File: src/rtl/otp_dec_pkg.sv
package otp_dec_pkg;
  typedef enum logic [2:0] {ST_IDLE, ST_GATH, ST_VOTE, ST_CHK, ST_FIN} st_e;
  typedef enum logic [1:0] {IT_MODES, IT_REGS, IT_VAL} item_e;
  localparam int unsigned BYTE_W = 8;
  localparam int unsigned IDX_W  = 16;
  localparam int unsigned ADR_W  = 24;
endpackage

File: src/rtl/otp_stream_buf.sv
module otp_stream_buf #(
  parameter int unsigned DEPTH = 256,
  localparam int unsigned AW = $clog2(DEPTH)
) (
  input  logic          clk_i,
  input  logic          we_i,
  input  logic [AW-1:0] waddr_i,
  input  logic [7:0]    wdata_i,
  input  logic [AW-1:0] raddr_i,
  output logic [7:0]    rdata_o
);
  logic [7:0] mem_q [DEPTH];

  always_ff @(posedge clk_i) begin
    if (we_i) mem_q[waddr_i] <= wdata_i;
  end

  assign rdata_o = mem_q[raddr_i];
endmodule

File: src/rtl/otp_vote.sv
module otp_vote #(
  parameter int unsigned COPIES = 8
) (
  input  logic                   clk_i,
  input  logic                   rst_ni,
  input  logic                   chk_i,
  input  logic [COPIES-1:0][7:0] copies_i,
  output logic                   win_o,
  output logic [7:0]             val_o
);
  localparam int unsigned HALF = COPIES / 2;

  // scan only the lower half; count matches at higher positions
  always_comb begin
    win_o = 1'b0;
    val_o = '0;
    for (int i = 0; i < HALF; i++) begin
      int cnt;
      cnt = 0;
      for (int j = i + 1; j < COPIES; j++)
        if (copies_i[j] == copies_i[i]) cnt++;
      if (!win_o && cnt > HALF) begin
        win_o = 1'b1;
        val_o = copies_i[i];
      end
    end
  end

  logic [COPIES-1:0] eq;
  always_comb
    for (int j = 0; j < COPIES; j++) eq[j] = (copies_i[j] == val_o);

  // a winner must be backed by at least HALF+2 copies in total
  assert_win_support_R2: assert property (@(posedge clk_i) disable iff (!rst_ni)
    (chk_i && win_o) |-> ($countones(eq) >= HALF + 2));
endmodule

File: src/rtl/otp_addr.sv
module otp_addr
  import otp_dec_pkg::*;
#(
  parameter int unsigned COPIES = 8,
  localparam int unsigned KW = $clog2(COPIES)
) (
  input  item_e             item_i,
  input  logic [KW-1:0]     k_i,
  input  logic              inv_i,
  input  logic [IDX_W-1:0]  idx_i,
  input  logic [IDX_W-1:0]  set_i,
  output logic [ADR_W-1:0]  addr_o
);
  logic [ADR_W-1:0] set_w, k_w;
  assign set_w = ADR_W'(set_i);
  assign k_w   = ADR_W'(k_i);

  always_comb begin
    unique case (item_i)
      IT_MODES: addr_o = k_w;
      IT_REGS:  addr_o = ADR_W'(COPIES) + k_w;
      default:  addr_o = ADR_W'(2 * COPIES) + (inv_i ? set_w : '0)
                         + ADR_W'(idx_i) + ((k_w << 1) * set_w);
    endcase
  end
endmodule

File: src/rtl/otp_rr_decoder.sv
module otp_rr_decoder
  import otp_dec_pkg::*;
#(
  parameter int unsigned DEPTH  = 256,
  parameter int unsigned COPIES = 8
) (
  input  logic        clk_i,
  input  logic        rst_ni,
  input  logic        in_valid_i,
  input  logic [7:0]  in_byte_i,
  input  logic        in_last_i,
  output logic [7:0]  mode_cnt_o,
  output logic [7:0]  reg_cnt_o,
  output logic        tbl_we_o,
  output logic [15:0] tbl_idx_o,
  output logic [7:0]  tbl_val_o,
  output logic        done_o,
  output logic        err_o
);
  localparam int unsigned AW  = $clog2(DEPTH);
  localparam int unsigned LW  = $clog2(DEPTH + 1);
  localparam int unsigned KW  = $clog2(COPIES);
  localparam int unsigned HDR = 2 * COPIES;

  st_e   state_q;
  item_e item_q;
  logic [LW-1:0]    wptr_q, len_nx;
  logic [KW-1:0]    k_q;
  logic             inv_q, err_q, done_q, we_q;
  logic [IDX_W-1:0] idx_q, set_w, tidx_q;
  logic [7:0]       modes_q, regs_q, tval_q, rd_w, vval_w;
  logic [COPIES-1:0][7:0] copies_q;
  logic [ADR_W-1:0] addr_w, need_w;
  logic             vwin_w, accept_w, wr_w;

  assign accept_w = (state_q == ST_IDLE) && in_valid_i;
  assign wr_w     = accept_w && (wptr_q < LW'(DEPTH));
  assign len_nx   = wptr_q + LW'(wr_w);
  assign set_w    = IDX_W'(modes_q) * IDX_W'(regs_q);
  assign need_w   = ADR_W'(HDR) + ADR_W'(set_w) * ADR_W'(2 * COPIES);

  otp_stream_buf #(.DEPTH(DEPTH)) u_buf (
    .clk_i(clk_i), .we_i(wr_w), .waddr_i(AW'(wptr_q)), .wdata_i(in_byte_i),
    .raddr_i(AW'(addr_w)), .rdata_o(rd_w));

  otp_addr #(.COPIES(COPIES)) u_addr (
    .item_i(item_q), .k_i(k_q), .inv_i(inv_q), .idx_i(idx_q),
    .set_i(set_w), .addr_o(addr_w));

  otp_vote #(.COPIES(COPIES)) u_vote (
    .clk_i(clk_i), .rst_ni(rst_ni), .chk_i(state_q == ST_VOTE),
    .copies_i(copies_q), .win_o(vwin_w), .val_o(vval_w));

  always_ff @(posedge clk_i or negedge rst_ni) begin
    if (!rst_ni) begin
      state_q  <= ST_IDLE;
      item_q   <= IT_MODES;
      wptr_q   <= '0;
      k_q      <= '0;
      inv_q    <= 1'b0;
      err_q    <= 1'b0;
      done_q   <= 1'b0;
      we_q     <= 1'b0;
      idx_q    <= '0;
      tidx_q   <= '0;
      tval_q   <= '0;
      modes_q  <= '0;
      regs_q   <= '0;
      copies_q <= '0;
    end else begin
      done_q <= 1'b0;
      we_q   <= 1'b0;
      unique case (state_q)
        ST_IDLE: if (accept_w) begin
          if (wptr_q == '0) err_q <= 1'b0;
          wptr_q <= len_nx;
          if (in_last_i) begin
            k_q    <= '0;
            item_q <= IT_MODES;
            if (len_nx < LW'(HDR)) begin
              err_q   <= 1'b1;
              state_q <= ST_FIN;
            end else state_q <= ST_GATH;
          end
        end
        ST_GATH: begin
          copies_q[k_q] <= rd_w;
          if (k_q == KW'(COPIES - 1)) state_q <= ST_VOTE;
          else k_q <= k_q + 1'b1;
        end
        ST_VOTE: begin
          k_q <= '0;
          unique case (item_q)
            IT_MODES: if (vwin_w) begin
              modes_q <= vval_w;
              item_q  <= IT_REGS;
              state_q <= ST_GATH;
            end else begin
              err_q   <= 1'b1;
              state_q <= ST_FIN;
            end
            IT_REGS: if (vwin_w) begin
              regs_q  <= vval_w;
              state_q <= ST_CHK;
            end else begin
              err_q   <= 1'b1;
              state_q <= ST_FIN;
            end
            default: if (vwin_w) begin
              we_q   <= 1'b1;
              tidx_q <= idx_q;
              tval_q <= inv_q ? ~vval_w : vval_w;
              inv_q  <= 1'b0;
              if (idx_q == set_w - 1'b1) state_q <= ST_FIN;
              else begin
                idx_q   <= idx_q + 1'b1;
                state_q <= ST_GATH;
              end
            end else if (!inv_q) begin
              inv_q   <= 1'b1;
              state_q <= ST_GATH;
            end else begin
              err_q   <= 1'b1;
              state_q <= ST_FIN;
            end
          endcase
        end
        ST_CHK: begin
          idx_q  <= '0;
          inv_q  <= 1'b0;
          item_q <= IT_VAL;
          if (need_w > ADR_W'(wptr_q)) begin
            err_q   <= 1'b1;
            state_q <= ST_FIN;
          end else if (set_w == '0) state_q <= ST_FIN;
          else state_q <= ST_GATH;
        end
        default: begin
          done_q  <= 1'b1;
          wptr_q  <= '0;
          state_q <= ST_IDLE;
        end
      endcase
    end
  end

  assign mode_cnt_o = modes_q;
  assign reg_cnt_o  = regs_q;
  assign tbl_we_o   = we_q;
  assign tbl_idx_o  = tidx_q;
  assign tbl_val_o  = tval_q;
  assign done_o     = done_q;
  assign err_o      = err_q;

  assert_rd_in_range_R4: assert property (@(posedge clk_i) disable iff (!rst_ni)
    (state_q == ST_GATH) |-> (addr_w < ADR_W'(wptr_q)));
  assert_we_idx_range_R6: assert property (@(posedge clk_i) disable iff (!rst_ni)
    tbl_we_o |-> (tbl_idx_o < set_w));
  assert_no_we_on_err_R7: assert property (@(posedge clk_i) disable iff (!rst_ni)
    err_o |-> !tbl_we_o);
  assert_short_err_R8: assert property (@(posedge clk_i) disable iff (!rst_ni)
    (state_q == ST_CHK && need_w > ADR_W'(wptr_q)) |=> (err_o && state_q == ST_FIN));
  assert_done_pulse_R9: assert property (@(posedge clk_i) disable iff (!rst_ni)
    done_o |=> !done_o);
endmodule

File: config.mk
export PLATFORM = sky130hd
export DESIGN_NAME = otp_rr_decoder
export DESIGN_NICKNAME = d
export VERILOG_FILES = /design/src/rtl/otp_dec_pkg.sv /design/src/rtl/otp_stream_buf.sv /design/src/rtl/otp_vote.sv /design/src/rtl/otp_addr.sv /design/src/rtl/otp_rr_decoder.sv
export SDC_FILE = /design/constraint.sdc
export NUM_CORES = 2
export LEC_CHECK = 0
export BUFFER_PORTS_ARGS = -buffer_cell sky130_fd_sc_hd__clkbuf_2
export CAP_MARGIN = 40
export CORE_UTILIZATION = 55
export CTS_BUF_LIST = sky130_fd_sc_hd__clkbuf_8
export DETAILED_ROUTE_END_ITERATION = 7
export GPL_TIMING_DRIVEN = 0
export HOLD_SLACK_MARGIN = 0.06
export PLACE_DENSITY = 0.83
export SKIP_LAST_GASP = 1
export SLEW_MARGIN = 10
export SYNTH_ARGS = -nofsm -noshare
export SYNTH_HDL_FRONTEND = slang
export SYNTH_SLANG_ARGS = --single-unit
File: constraint.sdc
create_clock -name clk_i -period 16.29 [get_ports clk_i]
set_input_delay 0.8145 -clock clk_i [delete_from_list [all_inputs] [get_ports clk_i]]
set_output_delay 0.8145 -clock clk_i [all_outputs]
set_load 0.02 [all_outputs]
### Word level (Yosys, flattened, before mapping)

Memories as Yosys holds them, arrays and structs flattened.
Cells that the tools add are included.

* memories kept: 1
* input port bits: 12
* flip-flop bits (word level): 141
* memory bits (writable): 2048
* output and inout port bits: 43
* logic and storage cells: 214

Memory list
* u_buf.mem_q: depth 256, width 8, rd ports 1, clocked after Yosys merged registers in 0, write ports 1, line otp_stream_buf.sv:12 `logic [7:0] mem_q [DEPTH];`

* bitwise operators: 3
* $lt $le $gt $ge: 9
* reduce and logical (&&, ||, !) cells: 29
* multiply operators: 2
* mux-type cells: 83
* equal/unequal tests: 39
* $add $sub $neg: 27

Operators with widths (count)
* $mux 32: 18
* $add 32x2->32 const B: 14
* $eq 8x8->1: 22
* $gt 32x3->1 const B: 4
* $bwmux 64: 1
* $mux 8: 7
* $mux 16: 3
* $mux 3: 14
* $pmux 16 s2: 1
* $mux 1: 25
* $demux 8 s3: 1
* $add 5x20->21 const A: 1
* $gt 21x9->1: 1
* $ne 2x2->1 const B: 10
* $pmux 9 s2: 1
* $add 16x1->16 const B: 1
* $add 8x8->8: 2
* $eq 16x16->1: 1
* $logic_not 16->1: 1
* $mul 3x16->7: 1
* $mul 8x8->16: 1
* $pmux 8 s2: 1
* $sub 16x1->16 const B: 1
* $pmux 3 s4: 1
* other kinds (37): 59

### Longest topological paths before layout

* word-level depth: 28
* gate-level depth with buffers: 29
* depth with buffers taken out: 27

### By module

From an unflattened synthesis, not the netlist that was laid out.

* cell total of the unflattened synthesis: 5468
* area, all modules: 95101.2 um2

By module, submodules not included
* otp_stream_buf: seq. area each 61499.0 um2, area an instance 79396.1 um2, cells each 3725, times used 1
* otp_rr_decoder: seq. area each 3528.4 um2, area an instance 9133.8 um2, cells each 881, times used 1
* otp_vote: seq. area each 0.0 um2, area an instance 3672.3 um2, cells each 477, times used 1
* otp_addr: seq. area each 0.0 um2, area an instance 2899.0 um2, cells each 385, times used 1

### Worst setup path after synthesis

No wires, ideal clock.

* path type: reg2reg
* start point: reg regs_q[2], in the netlist reg_cnt_o[2]
* end point: reg copies_q[53] (netlist bit)
* period minus slack after synthesis: 7195 ps
* path slack: 9095 ps
* data arrival time: 7070 ps
* library setup time: 125 ps
* required time: 16165 ps
* cell stages (with the launch flop): 27
* path through: dfrtp_1 -> clkbuf_1 -> and2_1 -> ha_1 -> fa_1 -> ha_1 -> fa_1 -> fa_1 -> clkbuf_1 -> and2_1 -> fa_1 -> ha_1 -> xnor2_1 -> fa_1 -> inv_1 -> ha_1 -> ha_1 -> a21o_1 -> a21oi_1 -> xnor2_1 -> xnor2_1 -> nand2_1 -> buf_1 -> mux2_2 -> nor2_1 -> a21oi_1 -> mux2_2

* cells in the longest elaborated chain, start to end: 8

Ends and longest elaborated chain
* start, declared: line otp_rr_decoder.sv:31 `logic [7:0] modes_q, regs_q, tval_q, rd_w, vval_w;`
* start signal, assigned: line otp_rr_decoder.sv:103 `regs_q <= vval_w;`
* $mul 8x8->16 (*): line otp_rr_decoder.sv:39 `assign set_w = IDX_W'(modes_q) * IDX_W'(regs_q);`
* branches (longest 3 deep; another with $mul 3x16->7)
* $add 8x8->8 (*): line otp_addr.sv:23 `+ ADR_W'(idx_i) + ((k_w << 1) * set_w);`
* $pmux 8 s2 (*): line otp_addr.sv:19 `unique case (item_i)`
* $mem_v2 256x8 (*)
* $bwmux 64 (*): line otp_rr_decoder.sv:87 `copies_q[k_q] <= rd_w;`
* end signal, assigned by index: line otp_rr_decoder.sv:87
* end, declared: line otp_rr_decoder.sv:32 `logic [COPIES-1:0][7:0] copies_q;`

Mark *: on every way between the ends.
A chain may end at the register's enable or synchronous reset.

### Worst setup path after layout

* start point: reg regs_q[3], in the netlist reg_cnt_o[3]
* end point: reg copies_q[61] (netlist bit)

Same word-level chain as after synthesis.

==> flow_summary.ini <==
[timing]
max_freq_ghz = 0.1106
tightest_slew_ns = 1.084
rsz0062_at_grt = no
setup_viol = 0
final.setup.tns_ns = 0
period_share = 0.5548
min_period_ns = 9.038
hold_violations = 0
fin_skew_ns = 0.1589
hold_ws_ns = 0.2639
slew_headroom = 0.2724
slew_viol_final = 0

[layout]
drive_gt1_frac = 0.2131
areaGrowthSynthToFinish_pct = 11.37
final_cell_mix = edfxtp_1, mux4_2, nand2_1
fin_cells = 8301
layout_commonest_cell = edfxtp_1
final_core_utilization = 0.6191
final_area_um2 = 103900
final_nets = 5982

[die]
coreArea_um2 = 167800
die-height_um = 413.8
rows = 150
num_io_pins = 55
die_x_um = 413.8
fp.dieArea_um2 = 171200
initial_core_util = 0.5559

[power]
peakVddDrop_mv = 0.1144
power.density_nw_per_um2 = 150.7
p_leak_nw = 34.82

[detailed_routing]
drcViolationCount = 33
drt_wl_total_um = 251800
vias = 54780
avgRoutedWirePerCell_um = 30.33
drt-pass1-iter-count = 8
vias_per_cell = 6.599
drt_iter0_drc = 8076
ant_nets = 0

[synthesis]
synth_area_per_cell_um2 = 17.43
synth_ff_type = edfxtp_1
ys_async_sr_fraction = 0.06441
syn_nets = 5493
netlist.area_leader.share = 0.6594
yosysWarningCount = 0
ys_seq_elements = 2189
ys_types = 90
synth_cells = 5351
yosysTopAreaCell = edfxtp_1
yosys-top-cells-area = edfxtp_1, mux4_2, dfrtp_1, xnor2_1, nand2_1
seq_area_frac_synth = 0.6972
synth_area_um2 = 93270
synth-edff-count = 2048

[placed_design]
place_area_um2 = 97680
gp_congestion = 0.9592
portBuffers = 54
dp.cells = 7689
dpl.hpwl_um = 166500

[global_routing]
grt_pass1_wl_um = 360600
overflow = 0
grt_start_max_net_pins = 138
antenna_found_initial = 12
grt_usage = 0.2941
grt_pass1_vias = 54410

[job]
max-cap-violations = 0

[worst_setup_path]
crit_type = reg2reg
endpoint_kind = flip-flop
crit_fanout = 10
cp-start-kind = flip-flop
arrival_ns = 9.91
worst-endpoint-required_ns = 17.16

[clocking]
postCtsHoldBufs = 1
cts-root-buf = clkbuf_8
cts_max_level = 5
ctsLongestPathBuffers = 4
clk_latency_ns = 1.09
ctsResizeCount = 0
cts_setup_buffers = 0
cts_num_sinks = 2189
cts_buffers = 344
cts_tree = done
cts.clk_slew.worst_paths_ns = 0.07

[run_status]
outcome = finished with violations
violations = design-rule violations

[hold_path]
hold_class = in2reg
where the power goes:
| group | total [mW] | switching [mW] | internal, mW |
|---|---|---|---|
| sequential | 6.28 | 0.0351 | 6.25 |
| combinational | 5.11 | 2.97 | 2.14 |
| clock | 4.26 | 2.12 | 2.15 |
| total | 15.7 | 5.12 | 10.5 |
stage by stage:
| step | power, mW | setup slack [ns] |
|---|---|---|
| floorplan | 9.650 | 9.095 |
| global placement | 11.07 | 6.324 |
| detailed placement | 11.35 | 7.643 |
| CTS | 15.53 | 7.583 |
| global route | 16.08 | 6.999 |
| finish | 15.66 | 7.252 |
state kept, by name (all words and copies together), names as in the netlist, 8 cells and up:
name / cells
reg_cnt_o: 8
tbl_val_o: 8
tbl_idx_o: 16
u_buf.mem_q: 2048
idx_q: 16
wptr_q: 9
mode_cnt_o: 8
copies_q: 64
cell usage after synthesis, types with 4 or more instances:
master       n
edfxtp_1  2048
mux4_2     512
nand2_1    371
nor2_1     347
clkbuf_1   220
and2_1     192
xnor2_1    179
a211oi_1   165
dfrtp_1    141
inv_1      116
a21oi_1    103
mux2_2      98
buf_2       91
xor2_1      86
ha_1        82
a31oi_1     69
a311oi_1    65
fa_1        48
buf_1       46
nand3_1     43
nand4_1     34
o21ai_0     31
nor3_1      24
a21o_1      20
nor4_1      20
mux2_1      18
and3_1      13
mux2i_1     13
o21ai_1     13
nor2b_1     11
or3_1       10
nand2b_1     7
nand3b_1     7
nor3b_1      6
o21a_1       6
nor4_2       5
o31ai_1      5
and4_1       4
o21bai_1     4
or2_2        4
xnor3_1      4
routing by layer:
layer  routed length (µm)  GRT usage
met5                   85          0
met2               115500     0.4461
met3                33120    0.08154
met1                86260     0.3824
met4                16860     0.1742
critical path, stage by stage (launching register included):
cell	delay (ns)
dfrtp_1	0.33
clkbuf_1	0.39
and2_1	0.21
ha_1	0.16
fa_1	0.43
ha_1	0.32
fa_1	0.49
fa_1	0.50
clkbuf_1	0.38
and2_1	0.23
fa_1	0.40
ha_1	0.33
xnor2_1	0.15
fa_1	0.54
inv_1	0.05
ha_1	0.29
ha_1	0.33
a21o_1	0.19
a21oi_1	0.20
xnor2_1	0.17
xnor2_1	0.10
nand2_1	0.42
buf_1	0.78
mux2i_1	0.41
a21oi_2	0.84
mux2_2	0.30
cell type report:
type | count | area [µm²]
antenna | 11 | 27.53
buffer | 362 | 1524
clock buffer | 350 | 4817
clock inverter | 242 | 1261
fill | 11180 | 63910
inverter | 117 | 439.2
multi-input combinational | 2683 | 26320
sequential | 2189 | 65030
tap | 2204 | 2758
timing repair buffer | 143 | 1703
kinds of logic after synthesis:
logic type / after synthesis / share of synthesized area
DFF: 2189 / 0.6972
and+or+nand+nor: 1116 / 0.05625
muxes: 642 / 0.1392
AOI/OAI and AO/OA: 526 / 0.03943
buffers and inverters: 479 / 0.02082
xor gates and xnor gates: 269 / 0.02585
adders and majority gates: 130 / 0.02130
worst paths after layout:
kind / slack (ns) / endpoint / start / cells past startpoint
min in group asynchronous: 0.39 / copies_q[42] / rst_ni / 2
min reg2reg: 0.48 / tbl_val_o[7] / tbl_val_o[7] / 2
max in group asynchronous: 15.05 / tbl_idx_o[6] / rst_ni / 3
max: 7.25 / copies_q[61] / reg_cnt_o[3] / 25
max reg2reg: 7.25 / copies_q[61] / reg_cnt_o[3] / 25
min: 0.26 / u_buf.mem_q[81][0] / in_byte_i[0] / 1
Power figures use the tool's default switching activity.
